--- config.mk ---
export PLATFORM = sky130hd
export DESIGN_NAME = cf_pulse_gen
export DESIGN_NICKNAME = d
export VERILOG_FILES = /design/src/rtl/cf_pkg.sv /design/src/rtl/cf_rate_decode.sv /design/src/rtl/cf_energy_accum.sv /design/src/rtl/cf_pulse_shaper.sv /design/src/rtl/cf_pulse_gen.sv
export SDC_FILE = /design/constraint.sdc
export NUM_CORES = 1
export LEC_CHECK = 0
export ABC_AREA = 1
export BUFFER_PORTS_ARGS = -buffer_cell sky130_fd_sc_hd__clkbuf_2
export CORE_MARGIN = 2
export CORE_UTILIZATION = 45
export DETAILED_ROUTE_END_ITERATION = 8
export GPL_ROUTABILITY_DRIVEN = 0
export SLEW_MARGIN = 20
export SYNTH_ARGS = -nofsm -noshare
export SYNTH_HDL_FRONTEND = slang
export SYNTH_SLANG_ARGS = --single-unit
--- constraint.sdc ---
create_clock -name clk -period 4.4 [get_ports clk]
set_clock_uncertainty 0.15 [all_clocks]
set_input_delay 0.44 -clock clk [delete_from_list [all_inputs] [get_ports clk]]
set_output_delay 0.44 -clock clk [all_outputs]
set_load 0.1 [all_outputs]
--- src/rtl/cf_pkg.sv ---
package cf_pkg;

   typedef logic [2:0] cf_mode_t;

   localparam int MAX_MULT_LOG2 = 11;
   localparam cf_mode_t NARROW_MODE = 3'b011;

   // log2 of the pulse-rate multiple over the slow outputs
   function automatic int mult_log2(input cf_mode_t m);
      case (m)
         3'b100:          return 7;
         3'b000, 3'b101:  return 6;
         3'b001, 3'b110:  return 5;
         3'b010, 3'b111:  return 4;
         default:         return MAX_MULT_LOG2;
      endcase
   endfunction

   function automatic logic is_narrow(input cf_mode_t m);
      return m == NARROW_MODE;
   endfunction

endpackage

--- src/rtl/cf_rate_decode.sv ---
module cf_rate_decode
   import cf_pkg::*;
#(
   parameter int BASE_LOG2 = 14,
   parameter int ACC_W     = 18
) (
   input  cf_mode_t           mode,
   output logic [ACC_W-1:0]   step,
   output logic               narrow
);
   logic [ACC_W-1:0] step_tbl [8];

   if (BASE_LOG2 - MAX_MULT_LOG2 < 1) begin : g_chk_base
      $error("BASE_LOG2 too small for the fastest rate");
   end
   if (BASE_LOG2 > ACC_W - 3) begin : g_chk_acc
      $error("ACC_W must leave headroom above the largest step");
   end

   for (genvar i = 0; i < 8; i++) begin : g_tbl
      assign step_tbl[i] = ACC_W'(1) << (BASE_LOG2 - mult_log2(cf_mode_t'(i)));
   end

   assign step   = step_tbl[mode];
   assign narrow = is_narrow(mode);
endmodule

--- src/rtl/cf_energy_accum.sv ---
module cf_energy_accum #(
   parameter int SAMPLE_W  = 12,
   parameter int ACC_W     = 18,
   parameter int CREEP_MIN = 4,
   parameter bit SATURATE  = 1'b1
) (
   input  logic                       clk,
   input  logic                       rst_n,
   input  logic                       clear,
   input  logic                       idle,
   input  logic                       valid,
   input  logic signed [SAMPLE_W-1:0] sample,
   input  logic [ACC_W-1:0]           step,
   output logic                       fire,
   output logic                       neg,
   output logic signed [ACC_W-1:0]    acc
);
   localparam int EXT_W = ACC_W + 2;
   localparam logic signed [EXT_W-1:0] MAX_X = EXT_W'((64'sd1 <<< (ACC_W - 1)) - 64'sd1);
   localparam logic signed [EXT_W-1:0] MIN_X = -MAX_X;
   localparam logic signed [EXT_W-1:0] ZERO_X = '0;

   if (SAMPLE_W >= ACC_W) begin : g_chk_w
      $error("SAMPLE_W must be narrower than ACC_W");
   end
   if (CREEP_MIN < 0) begin : g_chk_creep
      $error("CREEP_MIN must not be negative");
   end

   logic signed [ACC_W-1:0] acc_q;
   logic signed [EXT_W-1:0] acc_x, step_x, samp_x, samp_mag, add_x, sub_x, sum_x;
   logic signed [ACC_W-1:0] acc_nxt;
   logic                    keep;

   assign acc_x    = {{2{acc_q[ACC_W-1]}}, acc_q};
   assign step_x   = {2'b00, step};
   assign samp_x   = {{(EXT_W-SAMPLE_W){sample[SAMPLE_W-1]}}, sample};
   assign samp_mag = samp_x[EXT_W-1] ? -samp_x : samp_x;
   assign keep     = valid && (samp_mag >= EXT_W'(CREEP_MIN));

   assign neg  = acc_q[ACC_W-1];
   assign fire = !clear && idle && ((acc_x >= step_x) || (acc_x <= -step_x));

   assign add_x = keep ? samp_x : ZERO_X;
   assign sub_x = !fire ? ZERO_X : (neg ? -step_x : step_x);
   assign sum_x = acc_x + add_x - sub_x;

   if (SATURATE) begin : g_sat
      always_comb begin
         if (sum_x > MAX_X)      acc_nxt = MAX_X[ACC_W-1:0];
         else if (sum_x < MIN_X) acc_nxt = MIN_X[ACC_W-1:0];
         else                    acc_nxt = sum_x[ACC_W-1:0];
      end
   end else begin : g_wrap
      assign acc_nxt = sum_x[ACC_W-1:0];
   end

   always_ff @(posedge clk) begin
      if (!rst_n)     acc_q <= '0;
      else if (clear) acc_q <= '0;
      else            acc_q <= acc_nxt;
   end

   assign acc = acc_q;
endmodule

--- src/rtl/cf_pulse_shaper.sv ---
module cf_pulse_shaper #(
   parameter int WIDE_CYC  = 40,
   parameter int SHORT_CYC = 3,
   parameter int WCNT_W    = $clog2(((WIDE_CYC > SHORT_CYC) ? WIDE_CYC : SHORT_CYC) + 1)
) (
   input  logic              clk,
   input  logic              rst_n,
   input  logic              clear,
   input  logic              fire,
   input  logic              neg,
   input  logic              narrow,
   output logic              cf,
   output logic              revp,
   output logic [WCNT_W-1:0] wcnt
);
   localparam int GAP_SAT = 2 * WIDE_CYC;
   localparam int GAP_W   = $clog2(GAP_SAT + 2);

   if (WIDE_CYC < 1 || SHORT_CYC < 1) begin : g_chk_len
      $error("pulse lengths must be at least one clock");
   end

   logic [GAP_W-1:0]  gap_q;
   logic [GAP_W:0]    period;
   logic [GAP_W:0]    half;
   logic [WCNT_W-1:0] w_q, w_sel;
   logic              revp_q;

   assign period = {1'b0, gap_q} + 1'b1;
   assign half   = period >> 1;

   always_comb begin
      if (narrow)                            w_sel = WCNT_W'(SHORT_CYC);
      else if (period >= (GAP_W+1)'(GAP_SAT)) w_sel = WCNT_W'(WIDE_CYC);
      else                                   w_sel = WCNT_W'(half);
   end

   always_ff @(posedge clk) begin
      if (!rst_n) begin
         gap_q  <= GAP_W'(GAP_SAT);
         w_q    <= '0;
         revp_q <= 1'b0;
      end else if (fire) begin
         gap_q  <= '0;
         w_q    <= w_sel;
         revp_q <= neg;
      end else begin
         if (w_q != '0) w_q <= w_q - 1'b1;
         if (clear)                          gap_q <= GAP_W'(GAP_SAT);
         else if (gap_q != GAP_W'(GAP_SAT))  gap_q <= gap_q + 1'b1;
      end
   end

   assign cf   = (w_q != '0);
   assign revp = revp_q;
   assign wcnt = w_q;
endmodule

--- src/rtl/cf_pulse_gen.sv ---
module cf_pulse_gen
   import cf_pkg::*;
#(
   parameter int SAMPLE_W  = 12,
   parameter int BASE_LOG2 = 14,
   parameter int ACC_W     = 18,
   parameter int CREEP_MIN = 4,
   parameter int WIDE_CYC  = 40,
   parameter int SHORT_CYC = 3,
   parameter bit SATURATE  = 1'b1
) (
   input  logic                       clk,
   input  logic                       rst_n,
   input  logic                       smp_valid,
   input  logic signed [SAMPLE_W-1:0] smp_power,
   input  logic [2:0]                 rate_mode,
   output logic                       cal_pulse,
   output logic                       rev_flag
);
   localparam int WCNT_W = $clog2(((WIDE_CYC > SHORT_CYC) ? WIDE_CYC : SHORT_CYC) + 1);

   cf_mode_t                mode_q;
   logic                    changed;
   logic [ACC_W-1:0]        step;
   logic                    narrow, fire, neg;
   logic signed [ACC_W-1:0] acc;
   logic [WCNT_W-1:0]       wcnt;

   always_ff @(posedge clk) begin
      if (!rst_n) mode_q <= '0;
      else        mode_q <= rate_mode;
   end
   assign changed = (rate_mode != mode_q);

   cf_rate_decode #(.BASE_LOG2(BASE_LOG2), .ACC_W(ACC_W)) u_dec (
      .mode   (rate_mode),
      .step   (step),
      .narrow (narrow)
   );

   cf_energy_accum #(
      .SAMPLE_W(SAMPLE_W), .ACC_W(ACC_W), .CREEP_MIN(CREEP_MIN), .SATURATE(SATURATE)
   ) u_acc (
      .clk    (clk),
      .rst_n  (rst_n),
      .clear  (changed),
      .idle   (!cal_pulse),
      .valid  (smp_valid),
      .sample (smp_power),
      .step   (step),
      .fire   (fire),
      .neg    (neg),
      .acc    (acc)
   );

   cf_pulse_shaper #(.WIDE_CYC(WIDE_CYC), .SHORT_CYC(SHORT_CYC), .WCNT_W(WCNT_W)) u_shp (
      .clk    (clk),
      .rst_n  (rst_n),
      .clear  (changed),
      .fire   (fire),
      .neg    (neg),
      .narrow (narrow),
      .cf     (cal_pulse),
      .revp   (rev_flag),
      .wcnt   (wcnt)
   );
endmodule

==> out/metrics.yaml, run 1 <==
outcome: "finished with violations"
violations: "negative setup slack"
p_seq_share_pct: 15.0
coreArea_um2: 9730
power.leakage_uw: 0.00349
synthDominantCellAreaShare_pct: 16.5
grt_pass1_wl_mm: 21.9
clk_latency_ps: 290
cts_sinks: 35
syn_to_final_growth_pct: 45.8
synth_cell_types: 44
grt_util_met3_pct: 2.01
cts_max_level: 2
dieArea_um2: 10800
async_reset_ff_share_pct: 0
rows: 36
clk_pin_slew_ps: 80
synth.most_common_cell: "nand2_1"
timing.final.ws_setup_ps: -311
final_nets: 955
post-route-drc-count: 0
drive_gt1_share_pct: 36.0
cp-start-kind: "input pin"
synthCells: 734
dp_cells: 961
die_x_um: 104
grtUsageMet2_pct: 44.0
worstSetupPathType: "input pin to flip-flop"
diodes: 0
grt_setup_unrepaired: "true"
postLayoutCoreUtil_pct: 67.5
tightest_slew_ps: 1290
power_density_nw_per_um2: 404
irDropWorstVdd_v: 0.000289
start_util_pct: 46.3
grt_usage_pct: 24.3
r2r_cells: 31
slowest_stage: "fa_1"
swShare_pct: 47.3
finalSetupViolCount: 19
yosysSeqAreaShare_pct: 15.5
drv_cap: 0
busiest_layer: "met2"
power_frac_comb_pct: 73.9
whs_path_depth: 3
antenna_found_initial: 0
drtIter0Drc: 169
cts_buffers: 5
io_buffer_count: 19
drt-vias-per-instance: 4.81
cp-end-kind: "flip-flop"
clockBufferDepth: 2
cts_tree: "built"
arrival_ps: 4750
holdCritPathClass: "input pin to flip-flop"
finalWirelength_mm: 13.4
maxSlewViolCount: 0
cp_max_fo: 8
hold_viol_final: 0
ios: 20
cts_root_buffer: "clkbuf_8"
die_h_um: 104
synthTopCellsByArea: "nand2_1 16%, dfxtp_1 16%, inv_1 14%"
relSlewSlack_pct: 13.9
grtUsageMet1_pct: 31.1
period_minus_slack_ps: 4710
dpl.hpwl_mm: 10.3
grt_pass1_vias: 4788
cp.required_ps: 4440
power.internal_uw: 1400
p_switching_uw: 1260
grt_start_max_net_pins: 21
synth_edf_count: 0
ys_warn_count: 0
instances_no_fill: 1009
ys_ff_latch: 35
clkPwrFrac_pct: 11.1
dr.pass1.iters: 4
synthTopCellsByCount: "198 x nand2_1, 165 x inv_1, 66 x nand3_1"
ys.flop_type: "dfxtp_1"
slowest_delay_ps: 480
crit_top_cell: "nand2_2"
synth.avg_cell_area_um2: 6.14
yosys.area.top_type: "nand2_1"
ant_nets: 0
synth_area_um2: 4510
overflow: 0
post-route-period-util_pct: 107
wire_per_inst_um: 13.2
num_vias: 4856
fmax_ghz: 0.212
## repair_timing
action | CTS | global route
endpoints found under the hold margin | 0 | 0
cloned | 2 | 0
endpoints found under the setup margin | 18 | 19
hold buffers | 0 | 0
buffers inserted | 30 | 10
pin swaps | 38 | 48
resized for setup | 65 | 89
## worst max-delay path, delay by kind of cell
kind	cells	cell delay, ps
buf+inv	7	690
compound gates	2	350
fa+ha+maj	3	950
simple gates	25	2280
## cells by family after synthesis
kind of cell	after synthesis	share of synthesized area [%]
other	2	0.167
AND/OR/NAND/NOR	382	37.7
flip-flops	35	15.5
buffers and inverters	177	15.7
adder cells (fa/ha/maj)	62	19.9
XOR/XNOR	21	4.08
AO/OA/AOI/OAI	55	6.89
## power groups by stage
stage	sequential (µW)	combinational (µW)	clock, µW
6_report	397	1960	295
3_5_place_dp	404	1470	0
2_1_floorplan	396	1000	0
4_1_cts	397	1740	298
5_1_grt	404	2160	313
3_3_place_gp	402	1450	0
## cell type report
cell class	count	area (µm²)
Tap cell	133	166
Clock buffer	5	68.8
Fill cell	857	3160
Inverter	168	651
Timing Repair Buffer	134	1030
Multi-Input combinational cell	531	3910
Clock inverter	3	43.8
Sequential cell	35	701
## placed cells by master (no fill, tap or decap), drive strengths merged, types with 3 or more instances in the layout
master  instances
dfxtp          35
o31ai           3
clkbuf         24
or2             5
nor2           67
nand3          68
xnor2           9
nor3            9
inv           166
fa             16
nand2         213
conb            9
clkinv          4
ha             46
buf           115
a21oi          22
nand4          15
xor2           12
o21ai          21
## final timing paths
path | start | end | slack, ps
max | rate_mode[1] | u_acc.acc[6] | -310
min | rst_n | mode_q[0] | 270
max reg2reg | u_acc.acc[7] | u_acc.acc[6] | 0
min reg2reg | u_shp.revp | u_shp.revp | 340
## per-stage QoR
stage | worst slack, ps | hold slack (ps) | total power (µW) | TNS [ps] | instance area [µm²]
final | -311 | 271 | 2660 | -5100 | 6570
after global routing | -514 | 298 | 2880 | -8940 | 6570
after CTS | -63.4 | 266 | 2430 | -809 | 6150
after detailed placement | -534 | 320 | 1870 | -9030 | 5530
after global placement | -444 | 315 | 1850 | -7610 | 5530
after floorplan | -65.6 | 368 | 1400 | -681 | 4760
## sequential cells by signal, summed over array words and instances, names as in the netlist
register and flops:
u_shp.wcnt 6, u_acc.acc 18, mode_q 3, u_shp.gap_q 7, u_shp.revp 1
## layer usage
layer | up-vias | part of all wire [%]
met4 | 0 | 1.8
met3 | 20 | 1.6
met5 | - | 0
met1 | 2255 | 46
met2 | 53 | 51
li1 | 2528 | -
No activity file was read; power rests on OpenSTA's default activity.
==> run 2: changes to the inputs <==
==> constraint.sdc (replaced) <==
create_clock -name clk -period 5.2 [get_ports clk]
set_clock_uncertainty 0.15 [all_clocks]
set_input_delay 0.52 -clock clk [delete_from_list [all_inputs] [get_ports clk]]
set_output_delay 0.52 -clock clk [all_outputs]
set_load 0.1 [all_outputs]
==> run 2 against run 1 <==
- the run now ends clean
- count of clock-buffer cells in the layout increased by 1
- cell area shrank 21%
- first-iteration DRC count is 16% higher
- power is 38% lower
- sequential share of layout area increased by 2.9 points
- largest cell class unchanged
- largest power group unchanged
==> out/metrics.yaml, run 2 (synthesis gave the netlist of run 1 again) <==
rows: 36  # unchanged
worstSetupPathType: "input pin to flip-flop"
drv_cap: 0  # unchanged
cts_root_buffer: "clkbuf_8"
grt_pass1_wl_mm: 18.8  # -14%
crit_top_cell: "nand2_1"
num_vias: 4448  # -8.4%
cp_max_fo: 14  # +6
hold_buffers: 0  # unchanged
die_h_um: 104  # unchanged
timing.final.ws_setup_ps: 335  # +646 ps
coreArea_um2: 9730  # unchanged
r2r_cells: 29  # -6.5%
dr.pass1.iters: 4  # unchanged
holdCritPathClass: "flip-flop to flip-flop"
cp.required_ps: 5280  # +840 ps
tightest_slew_ps: 924  # -366 ps
finalWirelength_mm: 11.4  # -14%
drt-vias-per-instance: 4.87  # +1.2%
p_total_uw: 1640  # -38%
final_cell_mix: "192 x nand2_1, 165 x inv_1, 66 x nand3_1"
clockBufferDepth: 2  # unchanged
slowest_stage: "fa_1"
syn_to_final_growth_pct: 14.5
pre_cts_slack_ps: -123  # +411 ps
drive_gt1_share_pct: 14.2  # -22 points
die_x_um: 104  # unchanged
cts_sinks: 35  # unchanged
overflow: 0  # unchanged
irDropWorstVdd_v: 0.000181  # -37%
worstHoldStart: "u_shp.revp"
dpl.hpwl_mm: 9.49  # -7.6%
cts_buffers: 5  # unchanged
period_minus_slack_ps: 4870
hold_viol_final: 0  # unchanged
power.leakage_uw: 0.00288  # -18%
cts_max_level: 2  # unchanged
grt_pass1_vias: 4088  # -15%
grt_start_max_net_pins: 20  # -4.8%
cp-end-kind: "flip-flop"
relSlewSlack_pct: 38.3  # +24 points
power_density_nw_per_um2: 317  # -21%
slowest_delay_ps: 470  # about the same
reg2reg_from: "u_acc.acc[3]"
arrival_ps: 4950  # +200 ps
diodes: 0  # unchanged
ant_nets: 0  # unchanged
postLayoutCoreUtil_pct: 53.0  # -15 points
outcome: "finished, final reports clean"
fmax_ghz: 0.206
ios: 20  # unchanged
final_nets: 859  # -10%
finalSetupViolCount: 0  # -19
whs_path_depth: 2  # -1
cts_tree: "built"
grt_usage_pct: 21.1  # -3.2 points
ff2ff_setup_slack_ps: 710  # +710 ps
min_to: "u_shp.revp"
post-route-drc-count: 0  # unchanged
drtIter0Drc: 196  # +16%
largest_register_ffs: 18  # unchanged
maxSlewViolCount: 0  # unchanged
clk_latency_ps: 300  # about the same
final_common_cell: "nand2_1"
num-fill-cells: 1024  # +19%
io_buffer_count: 19  # unchanged
worst_hold_slack_ps: 318  # +46.4 ps
r2r-end: "u_acc.acc[7]"
antenna_found_initial: 0  # unchanged
dieArea_um2: 10800  # unchanged
wire_per_inst_um: 12.5  # -5.4%
regArea_um2: 701  # unchanged
multi_input_area_um2: 3320  # -15%
post-route-period-util_pct: 93.6
cp-start-kind: "input pin"
clk_pin_slew_ps: 80  # about the same
start_util_pct: 46.3  # unchanged
==> run 2: cell types whose count changed in the layout (fill, tap and decap cells not counted), moves of 8 or more <==
cell / change
inv_2: -17
nor2_4: -8
buf_4: -92
nand3_2: -22
nand2_4: -15
nand2_1: +40
ha_4: -9
nand3_1: +24
inv_1: +19
nand2_2: -23
==> run 2: worst max path at each step <==
stage                          endpoint  slack, ps          from
after global routing      u_acc.acc[13]        -80  rate_mode[1]
after floorplan            u_acc.acc[6]        230  rate_mode[2]
after global placement     u_acc.acc[7]         40  rate_mode[2]
final                      u_acc.acc[7]        330  rate_mode[1]
after detailed placement  u_acc.acc[13]       -120  rate_mode[0]
after CTS                 u_acc.acc[13]        170  rate_mode[0]
==> run 2: metal layers <==
| layer | vias up | global-route usage [%] | share of wire [%] |
|---|---|---|---|
| li1 | 2340 | - | - |
| met1 | 2019 | 28.8 | 50 |
| met2 | 76 | 35.9 | 46 |
| met3 | 13 | 2.69 | 3.1 |
| met4 | 0 | 4.15 | 1.2 |
| met5 | - | 0 | 0 |
==> run 2: metrics by stage <==
stage	area, µm²	instances	setup TNS, ps
2_1_floorplan	4530	741	0
3_3_place_gp	4850	901	0
3_5_place_dp	4850	901	-1470
4_1_cts	4930	909	0
5_1_grt	5160	913	-760
6_report	5160	913	0
==> run 2: final cells by class <==
class	instances	area share, %
Multi-Input combinational cell	530	64.4
Clock inverter	2	0.242
Inverter	168	12.3
Clock buffer	6	1.41
Tap cell	133	3.23
Timing Repair Buffer	39	4.80
Sequential cell	35	13.6
==> run 2: what timing repair did <==
| item | in CTS | in global routing |
|---|---|---|
| setup endpoints to repair | 0 | 18 |
| buffers inserted | 0 | 3 |
| hold endpoints to repair | 0 | 0 |
| resized for setup | 0 | 47 |
==> run 2: worst max-delay path, delay by kind of cell <==
family / cells / cell delay [ps]
AO/OA/AOI/OAI: 4 / 620
buffers and inverters: 5 / 720
AND/OR/NAND/NOR: 23 / 2120
adder cells (fa/ha/maj): 3 / 990
==> run 2: where the power goes <==
group	leakage, µW	internal, µW	switching, µW
clock	0.0000412	93.6	105
sequential	0.000285	305	31.4
combinational	0.00255	397	706
